File: config.mk
export PLATFORM = sky130hd
export DESIGN_NAME = parcel_seq
export DESIGN_NICKNAME = d
export VERILOG_FILES = /design/src/rtl/parcel_seq_pkg.sv /design/src/rtl/parcel_seq_pc.sv /design/src/rtl/parcel_seq_asm.sv /design/src/rtl/parcel_seq.sv
export SDC_FILE = /design/constraint.sdc
export NUM_CORES = 1
export LEC_CHECK = 0
export CELL_PAD_IN_SITES_DETAIL_PLACEMENT = 0
export CELL_PAD_IN_SITES_GLOBAL_PLACEMENT = 1
export CORE_UTILIZATION = 37
export DETAILED_ROUTE_END_ITERATION = 10
export HOLD_SLACK_MARGIN = 0.06
export PLACE_DENSITY = 0.84
export SYNTH_ARGS = -nofsm -noshare
export SYNTH_HDL_FRONTEND = slang
export SYNTH_SLANG_ARGS = --single-unit
File: constraint.sdc
create_clock -name clk -period 3.55 [get_ports clk]
set_clock_uncertainty 0.15 [all_clocks]
set_input_delay 0.5325 -clock clk [delete_from_list [all_inputs] [get_ports clk]]
set_output_delay 0.5325 -clock clk [all_outputs]
set_load 0.01 [all_outputs]
File: src/rtl/parcel_seq_pkg.sv
package parcel_seq_pkg;
    localparam int WORD_W = 4;
    localparam int PC_W   = 2 * WORD_W;

    typedef logic [WORD_W-1:0] word_t;
    typedef logic [PC_W-1:0]   addr_t;

    typedef enum logic [1:0] {
        ST_FETCH,
        ST_CAPT,
        ST_EXEC,
        ST_LDW
    } st_t;

    localparam word_t OP_XFER = 4'hC;
    localparam word_t OP_LOAD = 4'hD;
    localparam word_t OP_STOR = 4'hE;
    localparam word_t OP_BRN  = 4'hF;

    typedef struct packed {
        word_t op;
        word_t hi;
        word_t lo;
    } instr_t;

    function automatic logic is_single(word_t p);
        return p[WORD_W-1 -: 2] != 2'b11;
    endfunction
endpackage

File: src/rtl/parcel_seq_pc.sv
module parcel_seq_pc #(
    parameter int W = 8
) (
    input  logic         clk,
    input  logic         rst,
    input  logic         inc,
    input  logic         load,
    input  logic [W-1:0] target,
    output logic [W-1:0] q
);
    always_ff @(posedge clk) begin
        if (rst)       q <= '0;
        else if (load) q <= target;
        else if (inc)  q <= q + 1'b1;
    end

    a_r1_reset_state: assert property (@(posedge clk) $past(rst) |-> q == '0);

    a_r8_pc_step: assert property (@(posedge clk) disable iff (rst)
        ($past(inc) && !$past(load) && !$past(rst)) |-> q == $past(q) + 1'b1);
endmodule

File: src/rtl/parcel_seq_asm.sv
module parcel_seq_asm
    import parcel_seq_pkg::*;
(
    input  logic       clk,
    input  logic       rst,
    input  logic       cap_en,
    input  logic [1:0] slot,
    input  word_t      parcel,
    output instr_t     ins
);
    always_ff @(posedge clk) begin
        if (rst) begin
            ins <= '0;
        end else if (cap_en) begin
            case (slot)
                2'd0:    ins.op <= parcel;
                2'd1:    ins.hi <= parcel;
                default: ins.lo <= parcel;
            endcase
        end
    end
endmodule

File: src/rtl/parcel_seq.sv
module parcel_seq
    import parcel_seq_pkg::*;
(
    input  logic              clk,
    input  logic              rst,
    output logic [PC_W-1:0]   mem_addr,
    output logic              mem_we,
    output logic [WORD_W-1:0] mem_wdata,
    input  logic [WORD_W-1:0] mem_rdata,
    input  logic [WORD_W-1:0] acc_val,
    output logic              ex_valid,
    output logic [WORD_W-1:0] ex_opcode,
    output logic [WORD_W-1:0] ex_operand,
    output logic [PC_W-1:0]   prog_ctr
);
    st_t        st;
    logic [1:0] slot;
    instr_t     ins;
    addr_t      target;
    logic       pc_inc, pc_load, cap_en;

    parcel_seq_pc #(.W(PC_W)) u_pc (
        .clk(clk), .rst(rst), .inc(pc_inc), .load(pc_load),
        .target(target), .q(prog_ctr)
    );

    parcel_seq_asm u_asm (
        .clk(clk), .rst(rst), .cap_en(cap_en), .slot(slot),
        .parcel(mem_rdata), .ins(ins)
    );

    always_comb begin
        target    = {ins.hi, ins.lo};
        pc_inc    = (st == ST_FETCH);
        cap_en    = (st == ST_CAPT);
        mem_addr  = (st == ST_EXEC) ? target : prog_ctr;
        mem_we    = (st == ST_EXEC) && (ins.op == OP_STOR);
        mem_wdata = acc_val;
        pc_load   = (st == ST_EXEC) && (ins.op == OP_BRN) && acc_val[WORD_W-1];
    end

    always_comb begin
        ex_valid   = 1'b0;
        ex_opcode  = '0;
        ex_operand = '0;
        if (st == ST_CAPT && slot == 2'd0 && is_single(mem_rdata)) begin
            ex_valid  = 1'b1;
            ex_opcode = mem_rdata;
        end else if (st == ST_CAPT && slot == 2'd1 && ins.op == OP_XFER) begin
            ex_valid   = 1'b1;
            ex_opcode  = OP_XFER;
            ex_operand = mem_rdata;
        end else if (st == ST_LDW) begin
            ex_valid   = 1'b1;
            ex_opcode  = OP_LOAD;
            ex_operand = mem_rdata;
        end
    end

    always_ff @(posedge clk) begin
        if (rst) begin
            st   <= ST_FETCH;
            slot <= 2'd0;
        end else begin
            case (st)
                ST_FETCH: st <= ST_CAPT;
                ST_CAPT: begin
                    st <= ST_FETCH;
                    case (slot)
                        2'd0:    slot <= is_single(mem_rdata) ? 2'd0 : 2'd1;
                        2'd1:    slot <= (ins.op == OP_XFER) ? 2'd0 : 2'd2;
                        default: begin
                            slot <= 2'd0;
                            st   <= ST_EXEC;
                        end
                    endcase
                end
                ST_EXEC: st <= (ins.op == OP_LOAD) ? ST_LDW : ST_FETCH;
                default: st <= ST_FETCH;
            endcase
        end
    end

    // strobe lasts one cycle; arithmetic carries a zero operand
    a_r2_strobe_single: assert property (@(posedge clk) disable iff (rst)
        ex_valid |=> !ex_valid);
    a_r2_arith_operand: assert property (@(posedge clk) disable iff (rst)
        (ex_valid && is_single(ex_opcode)) |-> ex_operand == '0);
    // a taken branch lands on the assembled target
    a_r7_branch_target: assert property (@(posedge clk) disable iff (rst)
        pc_load |=> prog_ctr == $past(target));
    // writes are isolated single cycles
    a_r9_write_single: assert property (@(posedge clk) disable iff (rst)
        mem_we |=> !mem_we);
    a_r9_write_no_strobe: assert property (@(posedge clk) disable iff (rst)
        mem_we |-> !ex_valid);
endmodule

==> results.toml, run 1 <==
[global_route]
grt.total_usage_pct = 18.17
grt_start_max_net_pins = 25
antenna_found_initial = 0
grt_pass1_wl_um = 5168
grt_pass1_vias = 1051
grt.overflow.total = 0

[die]
rows = 21
fp.dieH_um = 62.10
die_w_um = 62.10
fp.coreArea_mm2 = 0.003390
num_io_pins = 40
initial_core_util_pct = 39.42
dieArea_mm2 = 0.003856

[layout]
nFillCells = 321
layout-drive-gt1-share_pct = 10.73
multiInputGateArea_um2 = 785.8
nNetsFinal = 189
area_growth_pct = 26.78
n_antenna_cell = 0
seqCellArea_um2 = 480.5
fin_util_pct = 49.98

[worst_setup_path]
crit_required_ns = 2.87
reg2reg_from = "st[1]"
path_buf_inv = 1
cp_num_cells = 3
r2r_end = "u_pc.q[4]"
crit_chain = "nand2b_1, mux2_2, clkdlybuf4s50_1"
startpoint_type = "register"
reg2regPathDepth = 4
crit_family = "flip-flops"
cp_data_arrival_time_ns = 2.32
critPathMaxStageDelay_ns = 0.60
cp-end-kind = "primary output"
cp_max_fo = 11
critical_path_class = "reg2out"
crit_slowest_cell = "dfxtp_1"
r2r_slack_ns = 1.42

[pwr]
internal_power_mw = 0.3813
p_switching_mw = 0.1321
ir_drop_v = 0.0002415
power_density_mw_per_mm2 = 303.0
p_comb_share_pct = 15.5
sw_frac_of_total_pct = 25.73
clockPowerShare_pct = 28.1
leakage_nw = 0.6052
pwr-share-seq_pct = 56.4

[detailed_routing]
wl_per_cell_um = 14.36
wl_met2_um = 1515
wl_um = 3202
met1Wirelength_um = 1595
wl_met3_um = 71
drt-pass1-iter-count = 4
drc = 0
via_per_inst = 5.206
vias = 1161
highest_layer = "met4"
drt_iter0_markers = 88
ant_nets = 0

[yosys]
synth_seq_cells = 24
yosysUniqueCellTypes = 40
synth_nets = 163
avgSynthCellArea_um2 = 8.791
synth_area_mm2 = 0.001336
synthMuxAreaShare_pct = 15.73
yosys.area_share.simple_pct = 26.12
ys_seq_area_share_pct = 35.96
synth-edff-count = 0
synth_ff_type = "dfxtp_1"
synth_fa_ha_area_share_pct = 0.9363
synth_top_family_by_area = "simple AND/OR/NAND/NOR gates"
synth_warnings = 0
synth-compound-area-share_pct = 16.01
postSynthCellCount = 152
yosys.area_share.xor_xnor_pct = 0
synthArstFlopShare_pct = 0

[sta]
slew_headroom_pct = 43.45
slew_violations = 0
tightest_slew_ns = 0.8457
fmax_mhz = 333.2
fin_setup_tns_ns = 0
rsz0062_at_grt = "no"
period_needed_ns = 3.001
hold_viol = 0
period_share_pct = 84.53
setup_violations = 0
worst_slack_ns = 0.5492

[placement]
portBuffers = 33
dpl_worst_slack_ns = 0.5890
dp_hpwl_um = 2310
routabilityCongestion = 0.7893

[hold_path]
holdCritPathClass = "reg2reg"
min_from = "u_asm.ins[7]"
whs_path_depth = 2
holdPathEnd = "u_pc.q[7]"

[clock_tree]
clock-sinks = 24
hold_buffers = 0
post_cts_buffers = 0
clock_latency_ns = 0.31
clkTransAtPathRegs_ns = 0.14
h-tree-depth = 1
cts_made_buffers = 3
cts_resized = 0
cts_buffer_depth = 2
clock-root-buffer = "clkbuf_4"
cts_tree = "built"

[job]
max_cap_viol_count = 0

[outcome]
status = "finished, final reports clean"
==> cells in the final DEF, fill, tap and decap left out, types with 2 or more instances in the layout <==
cell type / n
o21ai_0: 7
a31oi_1: 4
or3_1: 2
mux2_2: 8
nand3_1: 2
clkbuf_4: 3
dfxtp_1: 24
nor2_1: 24
nor3_1: 3
mux2i_1: 12
nand3b_1: 2
nand4_1: 2
a21oi_1: 9
nand2_1: 8
and2_1: 5
and3_1: 2
clkdlybuf4s50_1: 33
a32oi_1: 2
a22oi_1: 3
o21a_1: 2
==> cells by family after synthesis <==
kind of cell	Yosys count
AO/OA/AOI/OAI	33
adder cells (fa/ha/maj)	1
buffers and inverters	13
flip-flops	24
multiplexers	20
AND/OR/NAND/NOR	61
==> worst min-delay path, cell delays in order, from the launching register on <==
cell	delay, ns
dfxtp_1	0.35
nand2_1	0.06
a31oi_1	0.06
==> power by group through the flow <==
stage | Sequential [mW] | Clock (mW) | Combinational [mW]
2_1_floorplan | 0.291 | 0 | 0.0513
3_3_place_gp | 0.295 | 0 | 0.0782
3_5_place_dp | 0.295 | 0 | 0.0791
4_1_cts | 0.289 | 0.151 | 0.0798
5_1_grt | 0.291 | 0.163 | 0.0873
6_report | 0.289 | 0.144 | 0.0797
==> layer usage <==
metal / vias up / GRT usage, %
met5: - / 0
met4: 0 / 2.857
met3: 2 / 3.727
met2: 18 / 28.27
met1: 545 / 26.37
li1: 596 / -
==> flip-flops by register name, indices dropped and copies added (netlist names) <==
signal	count
u_pc.q	8
st	2
slot	2
u_asm.ins	12
==> cell usage after synthesis, types with 3 or more instances <==
cell      instances  area, µm²
dfxtp_1          24      480.5
nor2_1           24      90.09
mux2i_1          12      120.1
a21oi_1           9      45.04
mux2_2            8      90.09
nand2_1           8      30.03
o21ai_0           7      35.03
and2_1            5      31.28
buf_2             5      25.02
a31oi_1           4      25.02
buf_4             4      30.03
a22oi_1           3      22.52
clkbuf_1          3      11.26
nor3_1            3      15.01
==> stage by stage <==
step                power (mW)  area, µm²  hold WS, ns  std cells
finish                  0.5133       1694       0.3470        223
global route            0.5411       1694       0.3788        223
CTS                     0.5201       1694       0.3503        223
detailed placement      0.3743       1658       0.3323        219
global placement        0.3729       1658       0.3355        219
floorplan               0.3422       1336       0.2950        152
==> worst max path at each step <==
stage                  from             to  slack [ns]
2_1_floorplan  u_asm.ins[8]  ex_operand[0]        1.56
3_3_place_gp   mem_rdata[2]   ex_opcode[3]        0.64
3_5_place_dp   mem_rdata[2]   ex_opcode[3]        0.59
4_1_cts               st[0]    mem_addr[0]        0.55
5_1_grt               st[1]         mem_we        0.41
6_report              st[0]    mem_addr[0]        0.55
==> layout make-up <==
cell class | count | share of cell area, %
Multi-Input combinational cell | 115 | 46.38
Sequential cell | 24 | 28.36
Timing Repair Buffer | 33 | 19.50
Tap cell | 46 | 3.397
Clock buffer | 4 | 2.142
Inverter | 1 | 0.2216
Power figures use the tool's default switching activity.
==> run 2, diff against run 1 <==
--- a/config.mk
+++ b/config.mk
@@ -7,10 +7,10 @@
 export LEC_CHECK = 0
 export CELL_PAD_IN_SITES_DETAIL_PLACEMENT = 0
 export CELL_PAD_IN_SITES_GLOBAL_PLACEMENT = 1
-export CORE_UTILIZATION = 37
+export CORE_UTILIZATION = 34
 export DETAILED_ROUTE_END_ITERATION = 10
 export HOLD_SLACK_MARGIN = 0.06
-export PLACE_DENSITY = 0.84
+export PLACE_DENSITY = 0.78
 export SYNTH_ARGS = -nofsm -noshare
 export SYNTH_HDL_FRONTEND = slang
 export SYNTH_SLANG_ARGS = --single-unit
==> constraint.sdc (replaced) <==
create_clock -name clk -period 3 [get_ports clk]
set_clock_uncertainty 0.15 [all_clocks]
set_input_delay 0.45 -clock clk [delete_from_list [all_inputs] [get_ports clk]]
set_output_delay 0.45 -clock clk [all_outputs]
set_load 0.01 [all_outputs]
==> results.toml, run 2 (synthesis results as in run 1) <==
[outcome]
status = "finished, final reports clean"

[worst_setup_path]
cp_max_fo = 6
reg2regPathDepth = 4
path_buf_inv = 1
cp-end-kind = "primary output"
crit_family = "simple AND/OR/NAND/NOR gates"
critical_path_class = "reg2out"
crit_required_ns = 2.40
crit_slowest_cell = "clkdlybuf4s50_1"
cp_data_arrival_time_ns = 2.23
startpoint_type = "register"
cp_num_cells = 5
crit_chain = "nand4bb_1, or3b_4, a21boi_2, and2_1, clkdlybuf4s50_1"
critPathMaxStageDelay_ns = 0.54

[clock_tree]
post_cts_buffers = 0
clock_latency_ns = 0.27
clock-sinks = 24
cts_made_buffers = 3
clkTransAtPathRegs_ns = 0.08
cts_buffer_depth = 2
hold_buffers = 0
cts_resized = 0
h-tree-depth = 1
clock-root-buffer = "clkbuf_8"
cts_tree = "built"

[layout]
top_regs = "u_asm.ins x12, u_pc.q x8"
top_register = "u_asm.ins"
area_growth_pct = 30.06
final_cell_mix = "clkdlybuf4s50_1, nor2_1, dfxtp_1"
nNetsFinal = 192
largest_reg_flops = 12
layout-drive-gt1-share_pct = 12.22
n_antenna_cell = 0
layout_commonest_cell = "clkdlybuf4s50_1"

[pwr]
sw_frac_of_total_pct = 25.08
power_density_mw_per_mm2 = 381.1
clockPowerShare_pct = 33.8
pwr-share-seq_pct = 51.2
leakage_nw = 0.6283
p_switching_mw = 0.1661
internal_power_mw = 0.4961
p_comb_share_pct = 15.0
ir_drop_v = 0.0001557

[sta]
rsz0062_at_grt = "no"
period_share_pct = 94.46
hold_viol = 0
period_needed_ns = 2.834
setup_violations = 0
slew_headroom_pct = 38.75
fmax_mhz = 352.9
slew_violations = 0
tightest_slew_ns = 0.9159
hold_ws_ns = 0.3482
fin_setup_tns_ns = 0

[die]
fp.dieH_um = 64.69
dieArea_mm2 = 0.004185
num_io_pins = 40
initial_core_util_pct = 35.96
rows = 22
die_w_um = 64.69
fp.coreArea_mm2 = 0.003716

[placement]
routabilityCongestion = 0.7214
portBuffers = 33
dp_hpwl_um = 2350

[detailed_routing]
wl_um = 3287
drc = 0
drt-pass1-iter-count = 5
wl_per_cell_um = 14.42
drt_iter0_markers = 77
vias = 1223
via_per_inst = 5.364
ant_nets = 0

[global_route]
grt.total_usage_pct = 16.78
grt_pass1_vias = 1125
antenna_found_initial = 0
grt_start_max_net_pins = 25
grt_pass1_wl_um = 5395
grt.overflow.total = 0

[hold_path]
whs_path_depth = 2
holdCritPathClass = "reg2reg"

[job]
max_cap_viol_count = 0
## run 2: worst paths after layout
path                   endpoint  slack (ns)          from
hold / removal        u_pc.q[2]        0.35  u_asm.ins[2]
hold reg to reg       u_pc.q[2]        0.35  u_asm.ins[2]
setup / recovery  ex_operand[0]        0.17  u_asm.ins[8]
setup reg to reg      u_pc.q[0]        1.18         st[0]
## run 2: area by class of cell
class	count	area (µm²)
Timing Repair Buffer	36	352.8
Clock buffer	4	55.05
Tap cell	48	60.06
Inverter	1	3.754
Sequential cell	24	480.5
Multi-Input combinational cell	115	785.8
Fill cell	351	1978
## run 2: per-layer routing
metal  vias to the layer above  wire (µm)  track usage [%]
met1                       570       1472            20.79
met3                         6        157            2.641
met2                        43       1578            27.89
met4                         0         78            8.611
met5                         -          0                0
li1                        604          -                -
## run 2: tightest hold or removal path: stages (launching register included)
cell and delay (ns):
dfxtp_1 0.33, nand2_1 0.06, a31oi_1 0.06
## run 2: power by group through the flow
stage | clock (mW) | sequential [mW] | combinational (mW)
final | 0.224 | 0.339 | 0.0993
after global routing | 0.246 | 0.341 | 0.109
after CTS | 0.229 | 0.339 | 0.0998
after detailed placement | 0 | 0.346 | 0.0994
after global placement | 0 | 0.346 | 0.0984
after floorplan | 0 | 0.344 | 0.0607
## run 2: metrics by stage
| stage | area [µm²] | util (%) | worst slack, ns | std cells | power [mW] |
|---|---|---|---|---|---|
| finish | 1738 | 46.77 | 0.1661 | 228 | 0.6623 |
| global route | 1738 | 46.77 | 0.05472 | 228 | 0.6959 |
| CTS | 1738 | 46.77 | 0.1543 | 228 | 0.6682 |
| detailed placement | 1683 | 45.29 | 0.3640 | 224 | 0.4457 |
| global placement | 1683 | 45.29 | 0.3978 | 224 | 0.4447 |
| floorplan | 1336 | - | 1.092 | 152 | 0.4049 |
==> run 3, diff against run 2 <==
--- a/config.mk
+++ b/config.mk
@@ -8,7 +8,9 @@
 export CELL_PAD_IN_SITES_DETAIL_PLACEMENT = 0
 export CELL_PAD_IN_SITES_GLOBAL_PLACEMENT = 1
 export CORE_UTILIZATION = 34
+export CTS_CLUSTER_SIZE = 16
 export DETAILED_ROUTE_END_ITERATION = 10
+export GPL_ROUTABILITY_DRIVEN = 1
 export HOLD_SLACK_MARGIN = 0.06
 export PLACE_DENSITY = 0.78
 export SYNTH_ARGS = -nofsm -noshare
==> results of run 3 <==
Final layout, timing and power as in run 2 (identical DEF).
